## config.mk

```make
export PLATFORM = sky130hd
export DESIGN_NAME = nic_irq_status
export DESIGN_NICKNAME = d
export VERILOG_FILES = /design/src/rtl/nic_irq_pkg.sv /design/src/rtl/nic_irq_flag_bank.sv /design/src/rtl/nic_irq_mask_reg.sv /design/src/rtl/nic_irq_combine.sv /design/src/rtl/nic_irq_sat_counter.sv /design/src/rtl/nic_irq_status.sv
export SDC_FILE = /design/constraint.sdc
export NUM_CORES = 1
export LEC_CHECK = 0
export BUFFER_PORTS_ARGS = -buffer_cell sky130_fd_sc_hd__buf_2
export CAP_MARGIN = 40
export CORE_MARGIN = 10
export CORE_UTILIZATION = 48
export CTS_CLUSTER_SIZE = 8
export DETAILED_ROUTE_END_ITERATION = 10
export PLACE_DENSITY = 0.84
export SLEW_MARGIN = 20
export SYNTH_ARGS = -nofsm -noshare
export SYNTH_HDL_FRONTEND = slang
export SYNTH_HIERARCHICAL = 1
export SYNTH_SLANG_ARGS = --single-unit
```

## constraint.sdc

```tcl
create_clock -name clk -period 3.15 [get_ports clk]
set_input_delay 0.315 -clock clk [delete_from_list [all_inputs] [get_ports clk]]
set_output_delay 0.315 -clock clk [all_outputs]
set_load 0.1 [all_outputs]
```

## src/rtl/nic_irq_pkg.sv

```systemverilog
package nic_irq_pkg;
  localparam int NFLAG   = 6;
  localparam int REG_W   = 16;
  localparam int FLAG_HI = 14;
  localparam int ERR_POS = 15;
  localparam int CNT_W   = 16;

  // flag index order: babble, collision-check, missed, bus timeout, rx done, tx done
  localparam int IX_BABL  = 0;
  localparam int IX_COLL  = 1;
  localparam int IX_MISS  = 2;
  localparam int IX_BUSTO = 3;
  localparam int IX_RXDN  = 4;
  localparam int IX_TXDN  = 5;

  // flags feeding the summary error bit
  localparam logic [NFLAG-1:0] ERR_SRC = 6'b001111;
  // flags that may raise the interrupt (collision-check excluded)
  localparam logic [NFLAG-1:0] IRQ_CAP = 6'b111101;
endpackage

```

## src/rtl/nic_irq_flag_bank.sv

```systemverilog
module nic_irq_flag_bank #(
  parameter int NF = 6
) (
  input  logic          clk,
  input  logic          rst,
  input  logic          clr_all,
  input  logic [NF-1:0] set_vec,
  input  logic [NF-1:0] clr_vec,
  output logic [NF-1:0] flags
);
  for (genvar i = 0; i < NF; i++) begin : g_flag
    always_ff @(posedge clk) begin
      if (rst || clr_all)  flags[i] <= 1'b0;
      else if (set_vec[i]) flags[i] <= 1'b1;
      else if (clr_vec[i]) flags[i] <= 1'b0;
    end
  end
endmodule

```

## src/rtl/nic_irq_mask_reg.sv

```systemverilog
module nic_irq_mask_reg #(
  parameter int              NF  = 6,
  parameter logic [NF-1:0]   CAP = '1
) (
  input  logic          clk,
  input  logic          rst,
  input  logic          wr,
  input  logic [NF-1:0] wbits,
  output logic [NF-1:0] mask
);
  for (genvar i = 0; i < NF; i++) begin : g_mask
    if (CAP[i]) begin : g_reg
      always_ff @(posedge clk) begin
        if (rst)     mask[i] <= 1'b0;
        else if (wr) mask[i] <= wbits[i];
      end
    end else begin : g_none
      assign mask[i] = 1'b0;
    end
  end
endmodule

```

## src/rtl/nic_irq_combine.sv

```systemverilog
module nic_irq_combine #(
  parameter int            NF  = 6,
  parameter logic [NF-1:0] CAP = '1,
  parameter logic [NF-1:0] ERR = '0
) (
  input  logic          clk,
  input  logic          rst,
  input  logic          en,
  input  logic [NF-1:0] flags,
  input  logic [NF-1:0] mask,
  output logic          err,
  output logic          irq_n
);
  logic active;

  assign active = en && ((flags & ~mask & CAP) != '0);
  assign err    = (flags & ERR) != '0;

  always_ff @(posedge clk) begin
    if (rst) irq_n <= 1'b1;
    else     irq_n <= ~active;
  end
endmodule

```

## src/rtl/nic_irq_sat_counter.sv

```systemverilog
module nic_irq_sat_counter #(
  parameter int W = 16
) (
  input  logic         clk,
  input  logic         rst,
  input  logic         inc,
  output logic [W-1:0] count
);
  localparam logic [W-1:0] ONE = W'(1);
  localparam logic [W-1:0] TOP = '1;

  always_ff @(posedge clk) begin
    if (rst)                      count <= '0;
    else if (inc && count != TOP) count <= count + ONE;
  end
endmodule

```

## src/rtl/nic_irq_status.sv

```systemverilog
module nic_irq_status
  import nic_irq_pkg::*;
(
  input  logic              clk,
  input  logic              rst,
  input  logic              soft_rst,
  input  logic              stop,
  input  logic              irq_en,
  input  logic              lookahead_en,
  input  logic              ev_babble,
  input  logic              ev_coll_err,
  input  logic              ev_miss,
  input  logic              ev_bus_to,
  input  logic              ev_rx_last,
  input  logic              ev_rx_first,
  input  logic              ev_tx_done,
  input  logic              stat_wr,
  input  logic              mask_wr,
  input  logic [REG_W-1:0]  wdata,
  output logic [REG_W-1:0]  stat_rd,
  output logic [REG_W-1:0]  mask_rd,
  output logic              irq_n,
  output logic [CNT_W-1:0]  miss_cnt
);
  logic [NFLAG-1:0] set_vec, clr_vec, mask_wbits, flags, mask;
  logic             any_rst, err;

  assign any_rst = rst | soft_rst;

  always_comb begin
    set_vec           = '0;
    set_vec[IX_BABL]  = ev_babble;
    set_vec[IX_COLL]  = ev_coll_err;
    set_vec[IX_MISS]  = ev_miss;
    set_vec[IX_BUSTO] = ev_bus_to;
    set_vec[IX_RXDN]  = ev_rx_last | (ev_rx_first & lookahead_en);
    set_vec[IX_TXDN]  = ev_tx_done;
  end

  for (genvar i = 0; i < NFLAG; i++) begin : g_map
    assign clr_vec[i]    = stat_wr & wdata[FLAG_HI-i];
    assign mask_wbits[i] = wdata[FLAG_HI-i];
  end

  always_comb begin
    stat_rd          = '0;
    mask_rd          = '0;
    for (int i = 0; i < NFLAG; i++) begin
      stat_rd[FLAG_HI-i] = flags[i];
      mask_rd[FLAG_HI-i] = mask[i];
    end
    stat_rd[ERR_POS] = err;
  end

  nic_irq_flag_bank #(.NF(NFLAG)) u_flags (
    .clk(clk), .rst(any_rst), .clr_all(stop),
    .set_vec(set_vec), .clr_vec(clr_vec), .flags(flags)
  );

  nic_irq_mask_reg #(.NF(NFLAG), .CAP(IRQ_CAP)) u_mask (
    .clk(clk), .rst(any_rst), .wr(mask_wr), .wbits(mask_wbits), .mask(mask)
  );

  nic_irq_combine #(.NF(NFLAG), .CAP(IRQ_CAP), .ERR(ERR_SRC)) u_comb (
    .clk(clk), .rst(any_rst), .en(irq_en), .flags(flags), .mask(mask),
    .err(err), .irq_n(irq_n)
  );

  nic_irq_sat_counter #(.W(CNT_W)) u_miss (
    .clk(clk), .rst(any_rst), .inc(ev_miss), .count(miss_cnt)
  );
endmodule

```

# Yosys cells after proc, flatten, opt, wreduce, memory -nomap -nowiden
# Index checks and enable logic that the tools add are counted.
# totals
reg_bits	28
latch_bits	0
mem_bits_rw	0
romBits	0
input_bits	31
out_inout_bits	49
word_cells	50
memories	0
# classes
addsub	1
multipliers	0
n_div	0
order_cmp	0
eq_ne	1
shifts	0
mux	12
bitwise_logic	12
n_reduce_logical	11
# op_table
cell	n
$add 16x1->16 const B	1
$ne 16x16->1 const B	1
$mux 1	12
$reduce_bool 2->1	6
$reduce_bool 6->1	2
$and 1x1->1	7
$and 6x6->6	1
$not 6->6	1
$logic_and 1x1->1	2
$or 1x1->1	2
$logic_or 1x1->1	1
$not 1->1	1

# Depth between registers and ports, before layout
# Gate-level depths: netlist of run 1.
# logic_depth
depth_word	5
mapped_depth	6

# Modules after synthesis
# Netlist of run 1, hierarchy kept.
# modules_own_cells
module	instances	cells_per_inst	area_each_um2
nic_irq_sat_counter	1	99	848.3
nic_irq_flag_bank	1	26	250.2
nic_irq_status	1	29	205.2
nic_irq_mask_reg	1	18	191.4
nic_irq_combine	1	11	73.8

# Worst setup path before layout of run 1
# Ideal clock, no wire load.
# synth_path
path_type	register -> register
start	register u_miss.count[10]
end	register u_miss.count[15]
setup_ns	0.070
arrival_ns	2.284
path_slack_ns	0.796
path_stages_with_launch	5
path_buffers	0
period_less_slack_ns	2.354
path_cell_list	dfxtp_1 > nand3_1 > or4_1 > or4_1 > a21oi_1
# synth_between
elab_chain_len	2
elab_cells_between_ends	3
# synth_rtl
element	line	rtl
start: declaration	nic_irq_sat_counter.sv:7	output logic [W-1:0] count
start signal: assignment	nic_irq_sat_counter.sv:14	else if (inc && count != TOP) count <= count + ONE;
branches (longest 2 deep; another with $add 16x1->16)	-	
# Parallel ways; which one is timed is not known.
# A chain may end at the register's enable or synchronous reset.

# Worst setup path after layout of run 1
# layout_path
start	register u_miss.count[0]
end	register u_miss.count[11]
# Same word-level chain as after synthesis.

==> impl_metrics.env, run 1 <==
export IMPL_synth_cell_types=41
export IMPL_synth_adder_area_share_pct=0.7974
export IMPL_fin_setup_tns_ps=0
export IMPL_clock_skew_ps=3.062
export IMPL_worstSetupPathType="reg -> reg"
export IMPL_grt_first_pass_wirelength_um=6230
export IMPL_hold_path_end="u_comb/irq_n"
export IMPL_rr_endpoint="u_miss/count[11]"
export IMPL_r2r_slack_ps=1130
export IMPL_status="completed"
export IMPL_vdd_drop_max_mv=0.1594
export IMPL_swShare_pct=38.42
export IMPL_routed_wl_um=3733
export IMPL_worst_skew_pair_late_latency_ps=320
export IMPL_r2r_start="u_miss/count[0]"
export IMPL_antennaDiodeCount=0
export IMPL_internal_power_uw=457.7
export IMPL_ff2ff_path_depth=5
export IMPL_crit_path_end_kind="flip-flop"
export IMPL_rows=20
export IMPL_clk_path_buf_depth=2
export IMPL_p_clk_share_pct=23.5
export IMPL_yosysTopAreaCell="dfxtp_1"
export IMPL_gp_congestion=0.7656
export IMPL_dp_hpwl_um=2852
export IMPL_fmax_mhz=495.3
export IMPL_die_h_um=77.18
export IMPL_period_needed_ps=2019
export IMPL_fillCellCount=306
export IMPL_postCtsSetupBuffers=0
export IMPL_wl_per_cell_um=13.72
export IMPL_hp_class="in -> reg"
export IMPL_area_growth_pct=14.19
export IMPL_ys_seq_elements=28
export IMPL_io_pins=80
export IMPL_fin_area_sq_um=1792
export IMPL_hold_path_depth=2
export IMPL_drc=0
export IMPL_hold_violations=0
export IMPL_core_area_sq_um=3103
export IMPL_first_pass_iters=4
export IMPL_post_dp_cell_area_sq_um=1740
export IMPL_cts_buffers=3
export IMPL_synth_top_family_by_area="simple AND/OR/NAND/NOR gates"
export IMPL_crit_required_ps=3380
export IMPL_synth_top_area_share_pct=35.73
export IMPL_die_area_sq_um=5956
export IMPL_critPathArrivalTime_ps=2250
export IMPL_cts_clk_slew_worst_paths_ps=150
export IMPL_power_switching_uw=285.6
export IMPL_avgSynthCellArea_sq_um=8.574
export IMPL_p_comb_share_pct=27.5
export IMPL_dr_total_vias=1396
export IMPL_fin_nets=261
export IMPL_maxCapViolations=0
export IMPL_cts_resized=0
export IMPL_hp_start="irq_en"
export IMPL_p_per_area_nw_per_um2=414.8
export IMPL_synth_mux_area_share_pct=4.545
export IMPL_grt_max_degree=25
export IMPL_buffer_ports_inserted=49
export IMPL_maxSlewViolCount=0
export IMPL_cts_tree="built"
export IMPL_worst_pin_slew_ps=779.8
export IMPL_antenna_found_initial=0
export IMPL_yosysSeqAreaShare_pct=35.73
export IMPL_globalRouteOverflowTotal=0
export IMPL_mostFrequentLayoutCell="buf_2"
export IMPL_synth_area_top_cells="dfxtp_1 (36%), buf_4 (10%), mux2i_1 (3.8%)"
export IMPL_min_period_over_period_pct=64.10
export IMPL_initial_core_util_pct=50.56
export IMPL_grt_pass1_vias=1408
export IMPL_ant_nets=0
export IMPL_p_leak_uw=0.0008096
export IMPL_path_max_fanout=18
export IMPL_cts_hold_buffers_added=0
export IMPL_htreeDepth=1
export IMPL_regArea_sq_um=560.5
export IMPL_final_cell_mix="buf_2 (49), dfxtp_1 (28), conb_1 (20)"
export IMPL_multi_input_area_sq_um=827.0
export IMPL_synth_xor_area_share_pct=1.116
export IMPL_yosys_warnings=6
export IMPL_seqPwrFrac_pct=49.0
export IMPL_grt_setup_unrepaired="false"
export IMPL_slew_headroom_pct=47.62
export IMPL_startpoint_type="flip-flop"
export IMPL_synth_compound_gate_area_share_pct=14.11
export IMPL_viasPerCell=5.132
export IMPL_synthSimpleGateAreaFrac_pct=27.35
export IMPL_synth_area_sq_um=1569
export IMPL_setup_viol=0
export IMPL_cts_sinks=28
export IMPL_startpoint="u_miss/count[0]"
export IMPL_drtIter0Drc=71
export IMPL_cts_root_buf="clkbuf_4"
export IMPL_final_layout_size_suffix_gt1_share_pct=28.07
export IMPL_die_w_um=77.18
export IMPL_syn_inst=183
export IMPL_grt_usage_pct=11.86
worst max-delay path, stage by stage, from the launching register on:
cell and delay (ps):
dfxtp_1 430, ha_1 260, nand3_1 150, nor4_4 610
nor4bb_1 180, mux2_2 310
cell type report:
| class | instances | area share (%) |
|---|---|---|
| clock buffers | 4 | 2.025 |
| inverters | 14 | 2.933 |
| well taps | 44 | 3.073 |
| multi-input cells | 132 | 46.16 |
| flip-flops and latches | 28 | 31.28 |
| repair buffers | 50 | 14.53 |
cells in the mapped netlist:
cell type,n
buf_6,2
a21oi_1,10
or2_1,2
nor3_1,4
and3_1,1
mux2_2,1
a21o_1,1
ha_1,1
buf_2,1
nand4_1,3
a21oi_2,6
or4_1,8
o22ai_1,2
nand2b_1,6
nor2b_1,3
buf_4,21
nand3_1,6
nor4bb_1,1
and2_1,6
o311ai_0,1
nand4_4,1
nand2_1,6
clkbuf_1,2
inv_1,14
nand3b_1,1
conb_1,2
mux2i_1,6
xnor2_1,2
and4_1,3
nand2_2,1
nor4_1,2
dfxtp_1,28
or3_1,3
buf_1,1
o311ai_1,1
nor4_4,1
o41ai_1,1
nor2_1,11
o31ai_1,6
o21a_1,1
o21ai_0,4
how the worst max path moves through the flow:
stage / end / slack (ps) / cells past startpoint
after floorplan: u_miss/count[15] / 800 / 4
after global placement: u_miss/count[11] / 1200 / 5
after detailed placement: u_miss/count[11] / 1140 / 5
after CTS: u_miss/count[11] / 1110 / 5
after global routing: u_miss/count[11] / 970 / 5
final: u_miss/count[11] / 1130 / 5
power groups by stage:
stage               Combinational, uW  Clock, uW  Sequential (uW)
finish                            205        174              364
global route                      213        199              365
CTS                               202        184              364
detailed placement                202          0              372
global placement                  201          0              372
floorplan                         161          0              411
registers in the layout, summed over array words and instances, names as in the netlist:
name           flops
u_comb/irq_n       1
u_flags/flags      6
u_mask/mask        5
u_miss/count      16
cells by family (layout without fill, tap and decap cells):
family / count (synthesis) / count (layout)
buffers and inverters: 41 / 68
flip-flops: 28 / 28
multiplexers: 7 / 7
other: 2 / 20
XOR/XNOR: 2 / 2
adder cells (fa/ha/maj): 1 / 1
AO/OA/AOI/OAI: 33 / 33
AND/OR/NAND/NOR: 69 / 69
metal layers:
layer  vias up  global-route usage (%)  wire [um]
li1        696                       -          -
met1       634                   13.97       1573
met2        62                   18.73       1698
met3         4                   5.361        435
met4         0                   3.650         26
met5         -                       0          0
per-stage QoR:
step	std cells	hold WS (ps)	utilization, %	power (uW)	setup WS, ps
after floorplan	201	393.4	-	571.5	796.3
after global placement	267	484.5	56.09	572.2	1202
after detailed placement	267	488.0	56.09	573.4	1135
after CTS	271	148.1	57.26	750.1	1114
after global routing	272	158.9	57.74	777.8	972.3
final	272	163.5	57.74	743.2	1131
No activity file was read; power rests on OpenSTA's default activity.
==> run 2: changes to the inputs <==
--- a/config.mk
+++ b/config.mk
@@ -8,10 +8,10 @@
 export BUFFER_PORTS_ARGS = -buffer_cell sky130_fd_sc_hd__buf_2
 export CAP_MARGIN = 40
 export CORE_MARGIN = 10
-export CORE_UTILIZATION = 48
+export CORE_UTILIZATION = 45
 export CTS_CLUSTER_SIZE = 8
 export DETAILED_ROUTE_END_ITERATION = 10
-export PLACE_DENSITY = 0.84
+export PLACE_DENSITY = 0.79
 export SLEW_MARGIN = 20
 export SYNTH_ARGS = -nofsm -noshare
 export SYNTH_HDL_FRONTEND = slang
==> constraint.sdc (replaced) <==
create_clock -name clk -period 2.02 [get_ports clk]
set_input_delay 0.202 -clock clk [delete_from_list [all_inputs] [get_ports clk]]
set_output_delay 0.202 -clock clk [all_outputs]
set_load 0.1 [all_outputs]
==> impl_metrics.env, run 2 (synthesis gave the netlist of run 1 again) <==
export IMPL_status="completed"
export IMPL_cts_sinks=28
export IMPL_final_cell_mix="buf_2 (49), conb_1 (20), dfxtp_2 (16)"
export IMPL_vdd_drop_max_mv=0.2636
export IMPL_path_max_fanout=9
export IMPL_clock_skew_ps=13.72
export IMPL_antennaDiodeCount=0
export IMPL_final_layout_size_suffix_gt1_share_pct=35.37
export IMPL_die_w_um=79.05
export IMPL_p_leak_uw=0.0008184
export IMPL_top_register="u_miss/count"
export IMPL_finalPower_uw=1112
export IMPL_crit_required_ps=2280
export IMPL_drc=0
export IMPL_gp_congestion=0.7542
export IMPL_cpPeakStageDelay_ps=500
export IMPL_critPathArrivalTime_ps=1950
export IMPL_core_area_sq_um=3363
export IMPL_fmax_mhz=591.8
export IMPL_period_needed_ps=1690
export IMPL_maxCapViolations=0
export IMPL_slew_headroom_pct=59.72
export IMPL_dp_hpwl_um=2996
export IMPL_cts_buffers=3
export IMPL_grt_max_degree=16
export IMPL_first_pass_iters=4
export IMPL_path_cells="ha_1 -> nand3_1 -> nor4_4 -> buf_4 -> or4_1 -> a21oi_1"
export IMPL_rows=21
export IMPL_setup_viol=0
export IMPL_cts_hold_buffers_added=0
export IMPL_clk_path_buf_depth=2
export IMPL_io_pins=80
export IMPL_cts_root_buf="clkbuf_4"
export IMPL_grt_usage_pct=11.43
export IMPL_area_growth_pct=15.23
export IMPL_cts_clk_slew_worst_paths_ps=150
export IMPL_largestRegisters="u_miss/count x16, u_flags/flags x6, u_mask/mask x5"
export IMPL_hp_class="in -> reg"
export IMPL_min_period_over_period_pct=83.64
export IMPL_post_dp_cell_area_sq_um=1785
export IMPL_ant_nets=0
export IMPL_fin_nets=263
export IMPL_worst_pin_slew_ps=596.5
export IMPL_grt_first_pass_wirelength_um=6175
export IMPL_cp_slowest_cell="or4_1"
export IMPL_buffer_ports_inserted=49
export IMPL_die_h_um=79.05
export IMPL_cts_tree="built"
export IMPL_routed_wl_um=3749
export IMPL_mostFrequentLayoutCell="buf_2"
export IMPL_antenna_found_initial=0
export IMPL_initial_core_util_pct=46.65
export IMPL_wl_per_cell_um=13.63
export IMPL_largest_reg_flops=16
export IMPL_cts_resized=0
export IMPL_grt_pass1_vias=1379
export IMPL_worstSetupPathType="reg -> reg"
export IMPL_worst_skew_pair_late_latency_ps=320
export IMPL_crit_path_end_kind="flip-flop"
export IMPL_drtIter0Drc=54
export IMPL_grt_setup_unrepaired="false"
export IMPL_die_area_sq_um=6249
export IMPL_fin_area_sq_um=1808
export IMPL_fin_setup_tns_ps=0
export IMPL_viasPerCell=5.058
export IMPL_p_per_area_nw_per_um2=615.0
export IMPL_r2r_slack_ps=330
export IMPL_globalRouteOverflowTotal=0
export IMPL_startpoint_type="flip-flop"
export IMPL_htreeDepth=1
export IMPL_postCtsSetupBuffers=0
export IMPL_post_route_util_pct=53.76
export IMPL_maxSlewViolCount=0
export IMPL_hold_violations=0
export IMPL_dr_total_vias=1391
==> run 2: cell types whose count changed in the layout (fill, tap and decap cells not counted) <==
| cell | before | now |
|---|---|---|
| buf_8 | 1 | 0 |
| buf_4 | 0 | 3 |
| clkbuf_8 | 1 | 0 |
| dfxtp_2 | 0 | 16 |
| dfxtp_1 | 28 | 12 |
==> run 2: path summary, 6_finish.rpt <==
path,end,start,cells after the start
worst max-delay path,u_miss/count[9],u_miss/count[0],6
worst min-delay path,u_comb/irq_n,irq_en,2
worst max register to register,u_miss/count[9],u_miss/count[0],6
worst min register to register,u_miss/count[9],u_miss/count[9],2
==> run 2: layer usage <==
layer	global-route usage [%]	vias up	part of all wire [%]
li1	-	696	-
met1	12.93	648	44
met2	19.49	45	46
met3	4.730	2	9.1
met4	2.688	0	0.35
met5	0	-	0
==> run 2: report_power, final <==
part / total [uW] / switching, uW / internal, uW / leakage [uW]
clock: 226 / 156 / 69.8 / 0.0000138
combinational: 318 / 277 / 40.9 / 0.000570
sequential: 568 / 6.82 / 561 / 0.000235
==> run 2: through the flow <==
step | instances | hold slack (ps) | setup WS [ps]
final | 275 | 70.52 | 330.4
after global routing | 275 | 40.99 | 221.7
after CTS | 275 | 52.45 | 322.0
after detailed placement | 272 | 398.0 | 348.8
after global placement | 272 | 393.5 | 372.4
after floorplan | 201 | 280.4 | 40.51
==> run 2: area by class of cell <==
type                            count  area, sq um
Fill cell                         346         1555
Multi-Input combinational cell    132        827.0
Sequential cell                    28        580.6
Timing Repair Buffer               52        267.8
Tap cell                           46        57.56
Inverter                           14        52.55
Clock buffer                        3        22.52
==> run 2: critical path: cells and delay by family, from the launching register on <==
kind	cells	cell delay [ps]
compound gates	1	150
fa+ha+maj	1	250
buf+inv	1	160
flops	1	370
simple gates	3	710
==> run 3: changes to the inputs <==
--- a/config.mk
+++ b/config.mk
@@ -8,10 +8,10 @@
 export BUFFER_PORTS_ARGS = -buffer_cell sky130_fd_sc_hd__buf_2
 export CAP_MARGIN = 40
 export CORE_MARGIN = 10
-export CORE_UTILIZATION = 45
+export CORE_UTILIZATION = 41
 export CTS_CLUSTER_SIZE = 8
 export DETAILED_ROUTE_END_ITERATION = 10
-export PLACE_DENSITY = 0.79
+export PLACE_DENSITY = 0.76
 export SLEW_MARGIN = 20
 export SYNTH_ARGS = -nofsm -noshare
 export SYNTH_HDL_FRONTEND = slang
==> constraint.sdc (replaced) <==
create_clock -name clk -period 1.49 [get_ports clk]
set_input_delay 0.149 -clock clk [delete_from_list [all_inputs] [get_ports clk]]
set_output_delay 0.149 -clock clk [all_outputs]
set_load 0.1 [all_outputs]
==> impl_metrics.env, run 3 (synthesis gave the netlist of run 1 again) <==
export IMPL_cpPeakStageDelay_ps=480
export IMPL_worstSetupPathType="reg -> reg"
export IMPL_r2r_start="u_miss/count[11]"
export IMPL_grt_usage_pct=12.42
export IMPL_crit_required_ps=1700
export IMPL_path_max_fanout=4
export IMPL_fmax_mhz=644.1
export IMPL_area_growth_pct=45.22
export IMPL_hold_path_end="u_comb/irq_n"
export IMPL_maxCapViolations=0
export IMPL_wl_per_cell_um=13.83
export IMPL_largest_reg_flops=16
export IMPL_drc=0
export IMPL_path_cells="nand3_4 -> or4_4 -> or4_4 -> a21oi_2"
export IMPL_routed_wl_um=4330
export IMPL_final_cell_mix="buf_2 (48), buf_4 (36), conb_1 (20)"
export IMPL_largestRegisters="u_miss/count x16, u_flags/flags x6, u_mask/mask x5"
export IMPL_hp_start="irq_en"
export IMPL_min_period_over_period_pct=104.2
export IMPL_antennaDiodeCount=0
export IMPL_hold_path_depth=2
export IMPL_initial_core_util_pct=42.54
export IMPL_p_per_area_nw_per_um2=755.7
export IMPL_die_area_sq_um=6701
export IMPL_grt_max_degree=24
export IMPL_grt_first_pass_wirelength_um=6796
export IMPL_whs_ps=59.10
export IMPL_worst_skew_pair_late_latency_ps=280
export IMPL_cp_slowest_cell="or4_4"
export IMPL_cts_sinks=28
export IMPL_final_layout_size_suffix_gt1_share_pct=51.32
export IMPL_ff2ff_path_depth=4
export IMPL_fin_area_sq_um=2278
export IMPL_die_w_um=81.86
export IMPL_grt_pass1_vias=1525
export IMPL_hold_violations=0
export IMPL_startpoint_type="flip-flop"
export IMPL_globalRouteOverflowTotal=0
export IMPL_r2r_slack_ps=-60
export IMPL_wl_met3_um=530
export IMPL_antenna_found_initial=0
export IMPL_cts_buffers=3
export IMPL_dp_hpwl_um=3291
export IMPL_critPathArrivalTime_ps=1760
export IMPL_p_leak_uw=0.001051
export IMPL_status="finished, violations left"
export IMPL_rows=22
export IMPL_drt_met1_wl_um=1733
export IMPL_layout_cells_non_filler=313
export IMPL_violations="setup timing"
export IMPL_top_layer="met4"
export IMPL_viasPerCell=4.898
export IMPL_cts_root_buf="clkbuf_8"
export IMPL_first_pass_iters=4
export IMPL_dp_cells=299
export IMPL_die_h_um=81.86
export IMPL_buffer_ports_inserted=49
export IMPL_crit_path_end_kind="flip-flop"
export IMPL_period_needed_ps=1553
export IMPL_maxSlewViolCount=0
export IMPL_hp_class="in -> reg"
export IMPL_htreeDepth=1
export IMPL_rr_endpoint="u_miss/count[15]"
export IMPL_io_pins=80
export IMPL_dr_total_vias=1533
export IMPL_grt_setup_unrepaired="true"
export IMPL_core_area_sq_um=3689
export IMPL_slew_headroom_pct=66.45
export IMPL_setup_viol=8
export IMPL_gp_congestion=0.7874
export IMPL_worst_pin_slew_ps=496.9
export IMPL_finalPower_uw=1722
export IMPL_fin_ws_ps=-62.58
export IMPL_fin_nets=298
export IMPL_cpMostUsedCell="or4_4"
export IMPL_post_dp_cell_area_sq_um=2043
export IMPL_ant_nets=0
export IMPL_top_register="u_miss/count"
export IMPL_drtIter0Drc=53
export IMPL_clk_path_buf_depth=2
export IMPL_clock_skew_ps=5.866
export IMPL_vdd_drop_max_mv=0.5816
export IMPL_cts_tree="built"
export IMPL_mostFrequentLayoutCell="buf_2"
export IMPL_cts_clk_slew_worst_paths_ps=100
export IMPL_post_route_util_pct=61.77
export IMPL_wl_met2_um=2043
## run 3: cell count changes in the layout (fill, tap and decap cells not counted), sizes merged
cell / delta
buf: +35
clkbuf: +1
## run 3: final cells by class
| class | count | area [sq um] |
|---|---|---|
| Fill cell | 325 | 1410 |
| Multi-Input combinational cell | 132 | 920.9 |
| Inverter | 14 | 52.55 |
| Tap cell | 48 | 60.06 |
| Sequential cell | 28 | 625.6 |
| Clock buffer | 4 | 66.31 |
| Timing Repair Buffer | 87 | 553.0 |
## run 3: routing by layer
layer / GRT usage [%] / vias to the layer above
li1: - / 770
met1: 13.34 / 702
met2: 22.34 / 59
met3: 5.022 / 2
met4: 2.721 / 0
met5: 0 / -
## run 3: how the worst max path moves through the flow
stage	from	endpoint	cells past startpoint
3_3_place_gp	u_miss/count[0]	u_miss/count[9]	6
5_1_grt	u_miss/count[4]	u_miss/count[11]	5
6_report	u_miss/count[11]	u_miss/count[15]	4
3_5_place_dp	u_miss/count[0]	u_miss/count[7]	6
4_1_cts	u_miss/count[11]	u_miss/count[15]	4
2_1_floorplan	u_miss/count[4]	u_miss/count[15]	4
## run 3: worst max-delay path: cells and delay by family, from the launching register on
kind	cells	cell delay, ps
flops	1	390
simple gates	3	980
compound gates	1	110
## run 3: through the flow
step / TNS [ps] / setup slack [ps]
floorplan: -1794 / -267.9
global placement: -294.8 / -64.71
detailed placement: -398.0 / -91.40
CTS: -200.8 / -41.92
global route: -945.1 / -143.4
finish: -221.4 / -62.58
## run 3: where the power goes
group | internal (uW) | total [uW] | switching [uW] | leakage [uW]
clock | 292 | 531 | 239 | 0.0000339
sequential | 732 | 741 | 9.43 | 0.000241
combinational | 69.7 | 449 | 380 | 0.000776
total | 1090 | 1720 | 628 | 0.00105
## run 3: what timing repair did
action | 4_1_cts | 5_1_grt
pin swaps | 13 | 3
setup endpoints to repair | 10 | 14
resized for setup | 14 | 7
buffers inserted | 9 | 1
hold buffers | 0 | 0
